--- src/rtl/spi_eng_pkg.sv ---
package spi_eng_pkg;
  localparam int unsigned ADDR_W = 3;

  localparam logic [ADDR_W-1:0] A_CTRL  = 3'd0;
  localparam logic [ADDR_W-1:0] A_CNTHI = 3'd1;
  localparam logic [ADDR_W-1:0] A_SEL   = 3'd2;
  localparam logic [ADDR_W-1:0] A_DIV   = 3'd3;
  localparam logic [ADDR_W-1:0] A_DATA  = 3'd4;
  localparam logic [ADDR_W-1:0] A_STAT  = 3'd5;

  localparam int unsigned C_EN      = 0;
  localparam int unsigned C_MST     = 1;
  localparam int unsigned C_CNT_LO  = 8;
  localparam int unsigned C_CPOL    = 24;
  localparam int unsigned C_CPHA    = 25;
  localparam int unsigned C_CLKMODE = 28;
  localparam int unsigned C_SRST    = 31;

  localparam int unsigned S_ACT     = 14;
  localparam int unsigned SEL_GATE  = 9;
endpackage

--- src/rtl/spi_half_timer.sv ---
module spi_half_timer #(
  parameter int unsigned DIV_W  = 8,
  parameter int unsigned SLOW_W = 4
) (
  input  logic             clk_i,
  input  logic             rst_ni,
  input  logic             run_i,
  input  logic             half_i,
  input  logic             mode_i,
  input  logic [DIV_W-1:0] div_i,
  output logic             end_o
);
  localparam int unsigned CW = DIV_W + 1;

  logic [CW-1:0]     cnt_q;
  logic [CW-1:0]     len;
  logic [SLOW_W-1:0] n_s;
  logic [CW-1:0]     n_ext;

  // mode 1: both halves N+1; mode 0: N+1 then N, N floored at 1
  always_comb begin
    n_s = div_i[SLOW_W-1:0];
    if (n_s == '0) n_s = SLOW_W'(1);
    n_ext = {{(CW-SLOW_W){1'b0}}, n_s};
    if (mode_i) len = {1'b0, div_i} + CW'(1);
    else        len = half_i ? n_ext : n_ext + CW'(1);
  end

  assign end_o = run_i && (cnt_q == len - CW'(1));

  always_ff @(posedge clk_i or negedge rst_ni) begin
    if (!rst_ni)               cnt_q <= '0;
    else if (!run_i || end_o)  cnt_q <= '0;
    else                       cnt_q <= cnt_q + CW'(1);
  end
endmodule

--- src/rtl/spi_shift_unit.sv ---
module spi_shift_unit #(
  parameter int unsigned FRAME_W = 8
) (
  input  logic               clk_i,
  input  logic               rst_ni,
  input  logic               load_i,
  input  logic [FRAME_W-1:0] load_data_i,
  input  logic               shift_i,
  input  logic               sample_i,
  input  logic               miso_i,
  output logic               mosi_o,
  output logic [FRAME_W-1:0] rx_o
);
  logic [FRAME_W-1:0] tx_sh_q, rx_sh_q;

  always_ff @(posedge clk_i or negedge rst_ni) begin
    if (!rst_ni) begin
      tx_sh_q <= '0;
      rx_sh_q <= '0;
    end else begin
      if (load_i)       tx_sh_q <= load_data_i;
      else if (shift_i) tx_sh_q <= {tx_sh_q[FRAME_W-2:0], 1'b0};
      if (sample_i)     rx_sh_q <= {rx_sh_q[FRAME_W-2:0], miso_i};
    end
  end

  assign mosi_o = tx_sh_q[FRAME_W-1];
  assign rx_o   = rx_sh_q;
endmodule

--- src/rtl/spi_sel_unit.sv ---
module spi_sel_unit #(
  parameter int unsigned NSEL  = 8,
  parameter int unsigned IDX_W = $clog2(NSEL) + 1
) (
  input  logic             clk_i,
  input  logic             rst_ni,
  input  logic             we_i,
  input  logic [IDX_W-1:0] idx_i,
  input  logic             gate_i,
  output logic [NSEL-1:0]  field_o,
  output logic             gate_o,
  output logic [NSEL-1:0]  ss_no
);
  logic [NSEL-1:0] field_d, field_q;
  logic            gate_q;

  for (genvar i = 0; i < NSEL; i++) begin : g_dec
    assign field_d[i] = (idx_i == IDX_W'(i));
    assign ss_no[i]   = ~(field_q[i] & gate_q);
  end

  always_ff @(posedge clk_i or negedge rst_ni) begin
    if (!rst_ni) begin
      field_q <= '0;
      gate_q  <= 1'b0;
    end else if (we_i) begin
      field_q <= field_d;
      gate_q  <= gate_i;
    end
  end

  assign field_o = field_q;
  assign gate_o  = gate_q;
endmodule

--- src/rtl/spi_xfer_engine.sv ---
module spi_xfer_engine
  import spi_eng_pkg::*;
#(
  parameter int unsigned FRAME_W = 8,
  parameter int unsigned NSEL    = 8,
  parameter int unsigned DIV_W   = 8,
  parameter int unsigned CNT_W   = 32
) (
  input  logic              clk_i,
  input  logic              rst_ni,
  input  logic [ADDR_W-1:0] addr_i,
  input  logic              we_i,
  input  logic [31:0]       wdata_i,
  output logic [31:0]       rdata_o,
  input  logic              miso_i,
  output logic              sclk_o,
  output logic              mosi_o,
  output logic [NSEL-1:0]   ss_no,
  output logic              done_o
);
  localparam int unsigned HALF_W = CNT_W / 2;
  localparam int unsigned BIT_W  = $clog2(FRAME_W);
  localparam int unsigned IDX_W  = $clog2(NSEL) + 1;

  logic [31:0]        ctrl_q;
  logic [HALF_W-1:0]  cnt_hi_q;
  logic [DIV_W-1:0]   div_q;
  logic [FRAME_W-1:0] tx_q, rx_q, rx_word;
  logic               busy_q, half_q, done_q;
  logic [BIT_W-1:0]   bit_q;
  logic [CNT_W-1:0]   frm_q, total, total_wr;
  logic               half_end, last_bit, last_frame, frame_end;
  logic               wr_ctrl, start, abort, soft_rst, sh_mosi;
  logic [NSEL-1:0]    sel_field;
  logic               sel_gate;

  assign wr_ctrl    = we_i && (addr_i == A_CTRL);
  assign soft_rst   = ctrl_q[C_SRST];
  assign total      = {cnt_hi_q, ctrl_q[C_CNT_LO +: HALF_W]};
  assign total_wr   = {cnt_hi_q, wdata_i[C_CNT_LO +: HALF_W]};
  assign start      = wr_ctrl && !busy_q && wdata_i[C_EN] && wdata_i[C_MST]
                      && !wdata_i[C_SRST] && (total_wr != '0);
  assign abort      = busy_q && (soft_rst || (wr_ctrl && (!wdata_i[C_EN]
                      || !wdata_i[C_MST] || wdata_i[C_SRST])));
  assign last_bit   = (bit_q == BIT_W'(FRAME_W - 1));
  assign last_frame = (frm_q == total - CNT_W'(1));
  assign frame_end  = busy_q && half_end && half_q && last_bit;

  // register file
  always_ff @(posedge clk_i or negedge rst_ni) begin
    if (!rst_ni) begin
      ctrl_q   <= '0;
      cnt_hi_q <= '0;
      div_q    <= '0;
      tx_q     <= '0;
    end else if (we_i) begin
      case (addr_i)
        A_CTRL:  ctrl_q   <= wdata_i;
        A_CNTHI: cnt_hi_q <= wdata_i[HALF_W-1:0];
        A_DIV:   div_q    <= wdata_i[DIV_W-1:0];
        A_DATA:  tx_q     <= wdata_i[FRAME_W-1:0];
        default: ;
      endcase
    end
  end

  // transfer sequencer
  always_ff @(posedge clk_i or negedge rst_ni) begin
    if (!rst_ni) begin
      busy_q <= 1'b0;
      half_q <= 1'b0;
      done_q <= 1'b0;
      bit_q  <= '0;
      frm_q  <= '0;
      rx_q   <= '0;
    end else begin
      done_q <= 1'b0;
      if (abort) begin
        busy_q <= 1'b0;
      end else if (start) begin
        busy_q <= 1'b1;
        half_q <= 1'b0;
        bit_q  <= '0;
        frm_q  <= '0;
      end else if (busy_q && half_end) begin
        half_q <= ~half_q;
        if (half_q) begin
          bit_q <= last_bit ? '0 : bit_q + BIT_W'(1);
          if (last_bit) begin
            rx_q  <= rx_word;
            frm_q <= frm_q + CNT_W'(1);
            if (last_frame) begin
              busy_q <= 1'b0;
              done_q <= 1'b1;
            end
          end
        end
      end
    end
  end

  spi_half_timer #(.DIV_W(DIV_W), .SLOW_W(4)) u_timer (
    .clk_i  (clk_i),
    .rst_ni (rst_ni),
    .run_i  (busy_q),
    .half_i (half_q),
    .mode_i (ctrl_q[C_CLKMODE]),
    .div_i  (div_q),
    .end_o  (half_end)
  );

  spi_shift_unit #(.FRAME_W(FRAME_W)) u_shift (
    .clk_i       (clk_i),
    .rst_ni      (rst_ni),
    .load_i      (start || (frame_end && !last_frame)),
    .load_data_i (tx_q),
    .shift_i     (busy_q && half_end && half_q && !last_bit),
    .sample_i    (busy_q && half_end && !half_q),
    .miso_i      (miso_i),
    .mosi_o      (sh_mosi),
    .rx_o        (rx_word)
  );

  spi_sel_unit #(.NSEL(NSEL), .IDX_W(IDX_W)) u_sel (
    .clk_i   (clk_i),
    .rst_ni  (rst_ni),
    .we_i    (we_i && (addr_i == A_SEL)),
    .idx_i   (wdata_i[IDX_W-1:0]),
    .gate_i  (wdata_i[SEL_GATE]),
    .field_o (sel_field),
    .gate_o  (sel_gate),
    .ss_no   (ss_no)
  );

  // half 0 is the pre-sample half; phase flips which level it shows
  assign sclk_o = ctrl_q[C_CPOL] ^ (busy_q & (half_q ^ ctrl_q[C_CPHA]));
  assign mosi_o = busy_q & sh_mosi;
  assign done_o = done_q;

  always_comb begin
    rdata_o = '0;
    case (addr_i)
      A_CTRL:  rdata_o = ctrl_q;
      A_CNTHI: rdata_o[HALF_W-1:0] = cnt_hi_q;
      A_SEL: begin
        rdata_o[NSEL-1:0] = sel_field;
        rdata_o[SEL_GATE] = sel_gate;
      end
      A_DIV:   rdata_o[DIV_W-1:0] = div_q;
      A_DATA:  rdata_o[FRAME_W-1:0] = rx_q;
      A_STAT:  rdata_o[S_ACT] = busy_q;
      default: ;
    endcase
  end
endmodule

--- config.mk ---
export PLATFORM = sky130hd
export DESIGN_NAME = spi_xfer_engine
export DESIGN_NICKNAME = d
export VERILOG_FILES = /design/src/rtl/spi_eng_pkg.sv /design/src/rtl/spi_half_timer.sv /design/src/rtl/spi_shift_unit.sv /design/src/rtl/spi_sel_unit.sv /design/src/rtl/spi_xfer_engine.sv
export SDC_FILE = /design/constraint.sdc
export NUM_CORES = 1
export LEC_CHECK = 0
export CAP_MARGIN = 20
export CORE_MARGIN = 2
export CORE_UTILIZATION = 30
export CTS_BUF_LIST = sky130_fd_sc_hd__clkbuf_8
export DETAILED_ROUTE_END_ITERATION = 10
export DONT_BUFFER_PORTS = 1
export PLACE_DENSITY = 0.41
export SYNTH_ARGS = -nofsm -noshare
export SYNTH_HDL_FRONTEND = slang
export SYNTH_SLANG_ARGS = --single-unit
--- constraint.sdc ---
create_clock -name clk_i -period 4.4 [get_ports clk_i]
set_input_delay 0.88 -clock clk_i [delete_from_list [all_inputs] [get_ports clk_i]]
set_output_delay 0.88 -clock clk_i [all_outputs]
set_load 0.05 [all_outputs]
; ---- Word level (Yosys, flattened, before mapping)
; Index checks and enable logic that the tools add are counted.
[word_totals]
elab_cells = 144
input_bits = 39
output_inout_bits = 43
regBits = 144
[classes]
reduce_logical = 49
add_sub_neg = 7
n_bitwise = 23
n_eq_ne = 15
n_mux = 35
[ops]
columns = cell, count
row1 = 32-bit two-way mux, 4
row2 = 8-bit case mux with 5 select lines, 1
row3 = "32-bit by 1-bit adder with 32-bit output, second input constant", 1
row4 = 32-bit == test, 1
row5 = 32-bit nonzero test, 1
row6 = "32-bit by 1-bit subtractor with 32-bit output, second input constant", 1
row7 = 9-bit two-way mux, 3
row8 = "4-bit by 3-bit == test with 1-bit output, second input constant", 4
row9 = 1-bit logical AND, 16
row10 = 16-bit two-way mux, 1
row11 = 8-bit two-way mux, 2
row12 = 1-bit two-way mux, 14
row13 = 3-bit two-way mux, 4
row14 = 3-bit nonzero test, 4
row15 = 1-bit inverter, 11
row16 = 1-bit bitwise AND, 10
row17 = 2-bit AND reduction, 5
row18 = "8-bit by 1-bit adder with 9-bit output, second input constant", 1
row19 = "9-bit by 1-bit adder with 9-bit output, second input constant", 1
row20 = "3-bit == test, second input constant", 3
row21 = 9-bit == test, 1
row22 = "9-bit by 1-bit subtractor with 9-bit output, second input constant", 1
row23 = "4-bit by 2-bit == test with 1-bit output, second input constant", 2
row24 = 4-bit zero test, 2
row25 = other kinds (17), 35

; ---- Depth between registers and ports, before layout
[depth]
word_depth = 14
depth_mapped = 17
mapped_depth_nobuf = 15

; ---- Modules after synthesis
; Synthesis repeated with hierarchy kept, for this count alone.
[unflattened]
hier_cells = 959
area_unflattened_um2 = 8972.4
[by_module_without_submodules]
columns = mod, cells_each, area_each_um2, n_inst, seq_area_each_um2
row1 = spi_xfer_engine, 714, 6652.6, 1, 2752.6
row2 = spi_half_timer, 153, 1186.1, 1, 225.2
row3 = spi_shift_unit, 51, 700.7, 1, 400.4
row4 = spi_sel_unit, 41, 432.9, 1, 225.2

; ---- Worst setup path after synthesis
; Ideal clock, no wire load.
[synth_timing]
path_kind = register -> register
from = reg div_q[1]
to = reg rx_q[6]
required_ps = 4275
synth_period_minus_slack_ps = 3888
slack_ps = 512
n_path_buf = 2
t_arrival_ps = 3764
path_stages_with_launch = 17
setup_time_ps = 125
cell_sequence = dfrtp_1 -> clkbuf_1 -> inv_1 -> ha_1 -> nand2b_1 -> nor4_1 -> a2111oi_2 -> ha_1 -> nand2_1 -> nor3_1 -> o211ai_1 -> xnor2_1 -> nor4_1 -> nand4_1 -> nor3_2 -> buf_2 -> mux2_2
[synth_between]
elab_chain_len = 10
elab_cells_between_ends = 11
classes_between = add/sub: 3 / eq/ne: 1 / mux: 3 / reduce/logical: 4
[synth_lines]
columns = element, line_no
row1 = from (decl), spi_xfer_engine.sv:27  ; logic [DIV_W-1:0] div_q;
row2 = from (signal assigned), spi_xfer_engine.sv:60  ; A_DIV: div_q <= wdata_i[DIV_W-1:0];
row3 = 4-bit zero test, spi_half_timer.sv:23  ; if (n_s == '0) n_s = SLOW_W'(1);
row4 = 4-bit two-way mux, spi_half_timer.sv:23
row5 = 4-bit by 1-bit adder with 5-bit output, spi_half_timer.sv:26  ; else len = half_i ? n_ext : n_ext + CW'(1);
row6 = 9-bit two-way mux, spi_half_timer.sv:26
row7 = 9-bit two-way mux *, spi_half_timer.sv:25  ; if (mode_i) len = {1'b0, div_i} + CW'(1);
row8 = 9-bit by 1-bit subtractor with 9-bit output *, spi_half_timer.sv:29  ; assign end_o = run_i && (cnt_q == len - CW'(1));
row9 = 9-bit == test *, spi_half_timer.sv:29
row10 = 1-bit logical AND *, spi_half_timer.sv:29
row11 = 1-bit logical AND *, spi_xfer_engine.sv:85  ; end else if (busy_q && half_end) begin
row12 = 5-bit AND reduction (no line) *, n/a
row13 = to (signal assigned), spi_xfer_engine.sv:90  ; rx_q <= rx_word;
row14 = to (decl), spi_xfer_engine.sv:28  ; logic [FRAME_W-1:0] tx_q, rx_q, rx_word;
; Every way passes the cells marked *; elsewhere a longest branch is shown, timed or not.
; A chain may end at the register's enable or synchronous reset.

; ---- Final worst setup path
[layout_timing]
from = reg div_q[1]
to = reg u_shift.tx_sh_q[4]
[layout_between]
elab_chain_len = 14
elab_cells_between_ends = 17
classes_between = add/sub: 3 / eq/ne: 1 / mux: 4 / reduce/logical: 9
[layout_lines]
columns = element, line_no
row1 = 4-bit zero test, spi_half_timer.sv:23
row2 = 4-bit two-way mux, spi_half_timer.sv:23
row3 = 4-bit by 1-bit adder with 5-bit output, spi_half_timer.sv:26
row4 = 9-bit two-way mux, spi_half_timer.sv:26
row5 = 9-bit two-way mux *, spi_half_timer.sv:25
row6 = 9-bit by 1-bit subtractor with 9-bit output *, spi_half_timer.sv:29
row7 = 9-bit == test *, spi_half_timer.sv:29
row8 = 1-bit logical AND *, spi_half_timer.sv:29
row9 = 1-bit logical AND * (2 in a row), "spi_xfer_engine.sv:47, spi_xfer_engine.sv:117"
row10 = 1-bit logical AND, spi_xfer_engine.sv:47  ; assign frame_end = busy_q && half_end && half_q && last_bit;
row11 = 1-bit logical AND, spi_xfer_engine.sv:115  ; .load_i (start || (frame_end && !last_frame)),
row12 = 1-bit logical OR, spi_xfer_engine.sv:115
row13 = 8-bit two-way mux or 2-bit nonzero test (tied branches), n/a
row14 = to (signal assigned), spi_shift_unit.sv:21  ; if (load_i) tx_sh_q <= load_data_i;
row15 = to (signal assigned), spi_shift_unit.sv:22  ; else if (shift_i) tx_sh_q <= {tx_sh_q[FRAME_W-2:0], 1'b0};
row16 = to (decl), spi_shift_unit.sv:14  ; logic [FRAME_W-1:0] tx_sh_q, rx_sh_q;
; Marked as above.

==> results.yml <==
layout:
  diodes: 0
  final_cells: 1396
  drive_gt1_share_pct: 15.1
  syn_to_final_growth_pct: 11.0
  nets: 1041
drt:
  firstDrtPassIters: 5
  wirelength_mm: 29.1
  vias: 7460
  via_per_inst: 5.34
  drcViolationCount: 0
  drt_iter0_drc: 628
  ant_nets: 0
  wl_per_cell_um: 20.8
synth:
  syn_area_per_cell_um2: 8.94
  synth_top_family_by_area: "simple AND/OR/NAND/NOR gates"
  synth-xor-area-share_pct: 6.23
  synthMuxAreaShare_pct: 8.57
  synth_compound_area_share_pct: 13.3
  ys.flop_type: "dfrtp_1"
  ys_warn_count: 0
  syn_nets: 1053
  yosysUniqueCellTypes: 75
  synth_seq_cells: 144
  synthSimpleGateAreaFrac_pct: 26.1
  syn_area_um2: 9000
  async_reset_ff_share_pct: 100
  synthCells: 1006
  yosysSeqAreaShare_pct: 40.0
  synth-edff-count: 0
  synth_fa_ha_area_share_pct: 1.11
cts:
  cts-root-buf: "clkbuf_8"
  hold_buffers: 0
  ctsLongestPathBuffers: 2
  clock-sinks: 144
  cts_tree: "built"
  clk_latency_ns: 0.48
  numCtsBuffers: 17
  h-tree-depth: 4
  clk_pin_slew_worst_paths_ns: 0.09
power:
  leakage_nw: 4.27
  power_mw: 4.13
  p_per_area_nw_per_um2: 414
  peakVddDrop_v: 0.000220
critical_path:
  criticalPathCategory: "register to register"
  crit_chain: "inv_1, ha_1, nor3b_1, nor3_1, a2111oi_2, ha_1, nand2_1, nor3_1, o211ai_1, xnor2_1, nor4_1, nand4_1, buf_4, or3_1, o21ai_2, o221ai_1"
  required_ns: 4.73
  start_kind: "register"
  critPathMaxFanout: 9
  critPathMaxStageDelay_ns: 0.48
  worstReg2RegStart: "div_q[1]"
  rrSetupSlack_ns: 0.44
  r2r_cells: 16
  crit_path_end_kind: "register"
  worst_path_max_delay_cell: "dfrtp_1"
  timing.rr.end: "u_shift.tx_sh_q[4]"
  critical_path_arrival_ns: 4.28
global_route:
  grt_pass1_wl_mm: 44.4
  grt_max_degree: 145
  grt_overflow: 0
  grt_pass1_vias: 6963
  grtUsageTotal_pct: 18.8
  antenna_found_initial: 1
floorplanning:
  start_util_pct: 30.4
  core_area_um2: 29600
  std_cell_rows: 63
  top_level_ports: 82
  die_h_um: 177
  die_w_um: 177
  die_area_um2: 31400
sta:
  post-route-min-period_ns: 3.96
  setup_viol: 0
  post-route-period-util_pct: 90.0
  tns_ns: 0
  hold_viol: 0
  finClkSkew_ns: 0.0231
  slew_viol_final: 0
  tightest_slew_ns: 1.13
  fmax_mhz: 253
  relSlewSlack_pct: 24.3
  rsz0062_at_grt: "false"
  setup_slack_ns: 0.442
job:
  maxCapViolCount: 0
placement:
  place.gp.congestion: 0.809
  hpwl_mm: 20.6
  portBuffers: 0
  dp_cells: 1364
  dpl_worst_slack_ns: 0.324
hold_path:
  hp-class: "input pin to asynchronous set/reset pin"
status:
  status: "complete, no violations"
## cells by family (layout without fill, tap and decap cells)
family	count (synthesis)	in the layout
AND/OR/NAND/NOR	446	446
AO/OA/AOI/OAI	170	170
flip-flops	144	144
buffers and inverters	104	104
multiplexers	70	70
XOR/XNOR	64	64
adder cells (fa/ha/maj)	8	8
## layout by cell type, fill, tap and decap left out, types with 18 or more instances in the layout
cell type,n
a21oi_1,23
and2_1,26
buf_4,38
clkbuf_8,18
dfrtp_1,144
inv_1,33
mux2_2,52
nand2_1,167
nand3_1,25
nand4_1,26
nor2_1,47
nor3_1,23
o21ai_0,29
xnor2_1,46
xor2_1,18
## flip-flops by register name (all words and copies together), names as in the netlist
| register | cells |
|---|---|
| div_q | 8 |
| cnt_hi_q | 16 |
| u_shift.tx_sh_q | 8 |
| bit_q | 3 |
| done_o | 1 |
| tx_q | 8 |
| busy_q | 1 |
| frm_q | 32 |
| ctrl_q | 32 |
| rx_q | 8 |
| u_shift.rx_o | 8 |
| u_sel.gate_o | 1 |
| u_sel.field_o | 8 |
| u_timer.cnt_q | 9 |
| half_q | 1 |
## layout make-up
| type | instances | area, um2 |
|---|---|---|
| fillers | 3079 | 19600 |
| repair buffers | 39 | 305 |
| flip-flops and latches | 144 | 3600 |
| inverters | 34 | 128 |
| well taps | 390 | 488 |
| multi-input cells | 758 | 5010 |
| clock buffers | 18 | 248 |
| clock inverters | 13 | 209 |
## power by group
| part | internal (mW) | switching (mW) |
|---|---|---|
| Combinational | 0.479 | 0.640 |
| Sequential | 1.49 | 0.248 |
| Clock | 0.692 | 0.582 |
## worst max-delay path: cells and delay by family, from the launching register on
| family | cells | cell delay (ns) |
|---|---|---|
| fa+ha+maj | 2 | 0.45 |
| flops | 1 | 0.48 |
| xor+xnor | 1 | 0.16 |
| compound gates | 4 | 0.94 |
| simple gates | 7 | 1.49 |
| buf+inv | 2 | 0.28 |
## worst max-delay path by stage
stage,depth (start not counted),start,to,slack [ns]
floorplan,16,div_q[1],rx_q[6],0.51
global placement,15,div_q[1],u_shift.tx_sh_q[7],0.43
detailed placement,15,div_q[1],u_shift.tx_sh_q[5],0.32
CTS,15,div_q[1],u_shift.tx_sh_q[4],0.27
global route,16,div_q[1],u_shift.tx_sh_q[7],0.07
finish,16,div_q[1],u_shift.tx_sh_q[4],0.44
## what timing repair did
action | 4_1_cts | 5_1_grt
endpoints found under the setup margin | 0 | 34
gates resized for setup | 0 | 1
buffers inserted | 0 | 1
## per-stage QoR
step / util [%] / hold WS, ns / cell area [um2]
2_1_floorplan: - / 0.437 / 9000
3_3_place_gp: 32.2 / 0.452 / 9520
3_5_place_dp: 32.2 / 0.457 / 9520
4_1_cts: 33.8 / 0.0614 / 9980
5_1_grt: 33.8 / 0.0630 / 9990
6_report: 33.8 / 0.0997 / 9990
## synthesized netlist by cell type, types with 18 or more instances
master / count / area [um2]
mux2_2: 52 / 586
nand4_1: 26 / 163
a21oi_1: 23 / 115
clkbuf_1: 51 / 191
nand2_1: 168 / 631
nor3_1: 24 / 120
inv_1: 32 / 120
nor2_1: 47 / 176
nor4_1: 18 / 113
nand3_1: 25 / 125
o21ai_0: 29 / 145
xnor2_1: 46 / 403
dfrtp_1: 144 / 3600
xor2_1: 18 / 158
and2_1: 27 / 169
## per-layer routing
layer,vias up,share of wire (%),track usage (%)
met5,-,0,0
met4,0,1.3,4.68
met3,19,4.8,3.67
met2,162,45,28.5
met1,3692,49,27.4
li1,3587,-,-
No activity file was read; power rests on OpenSTA's default activity.
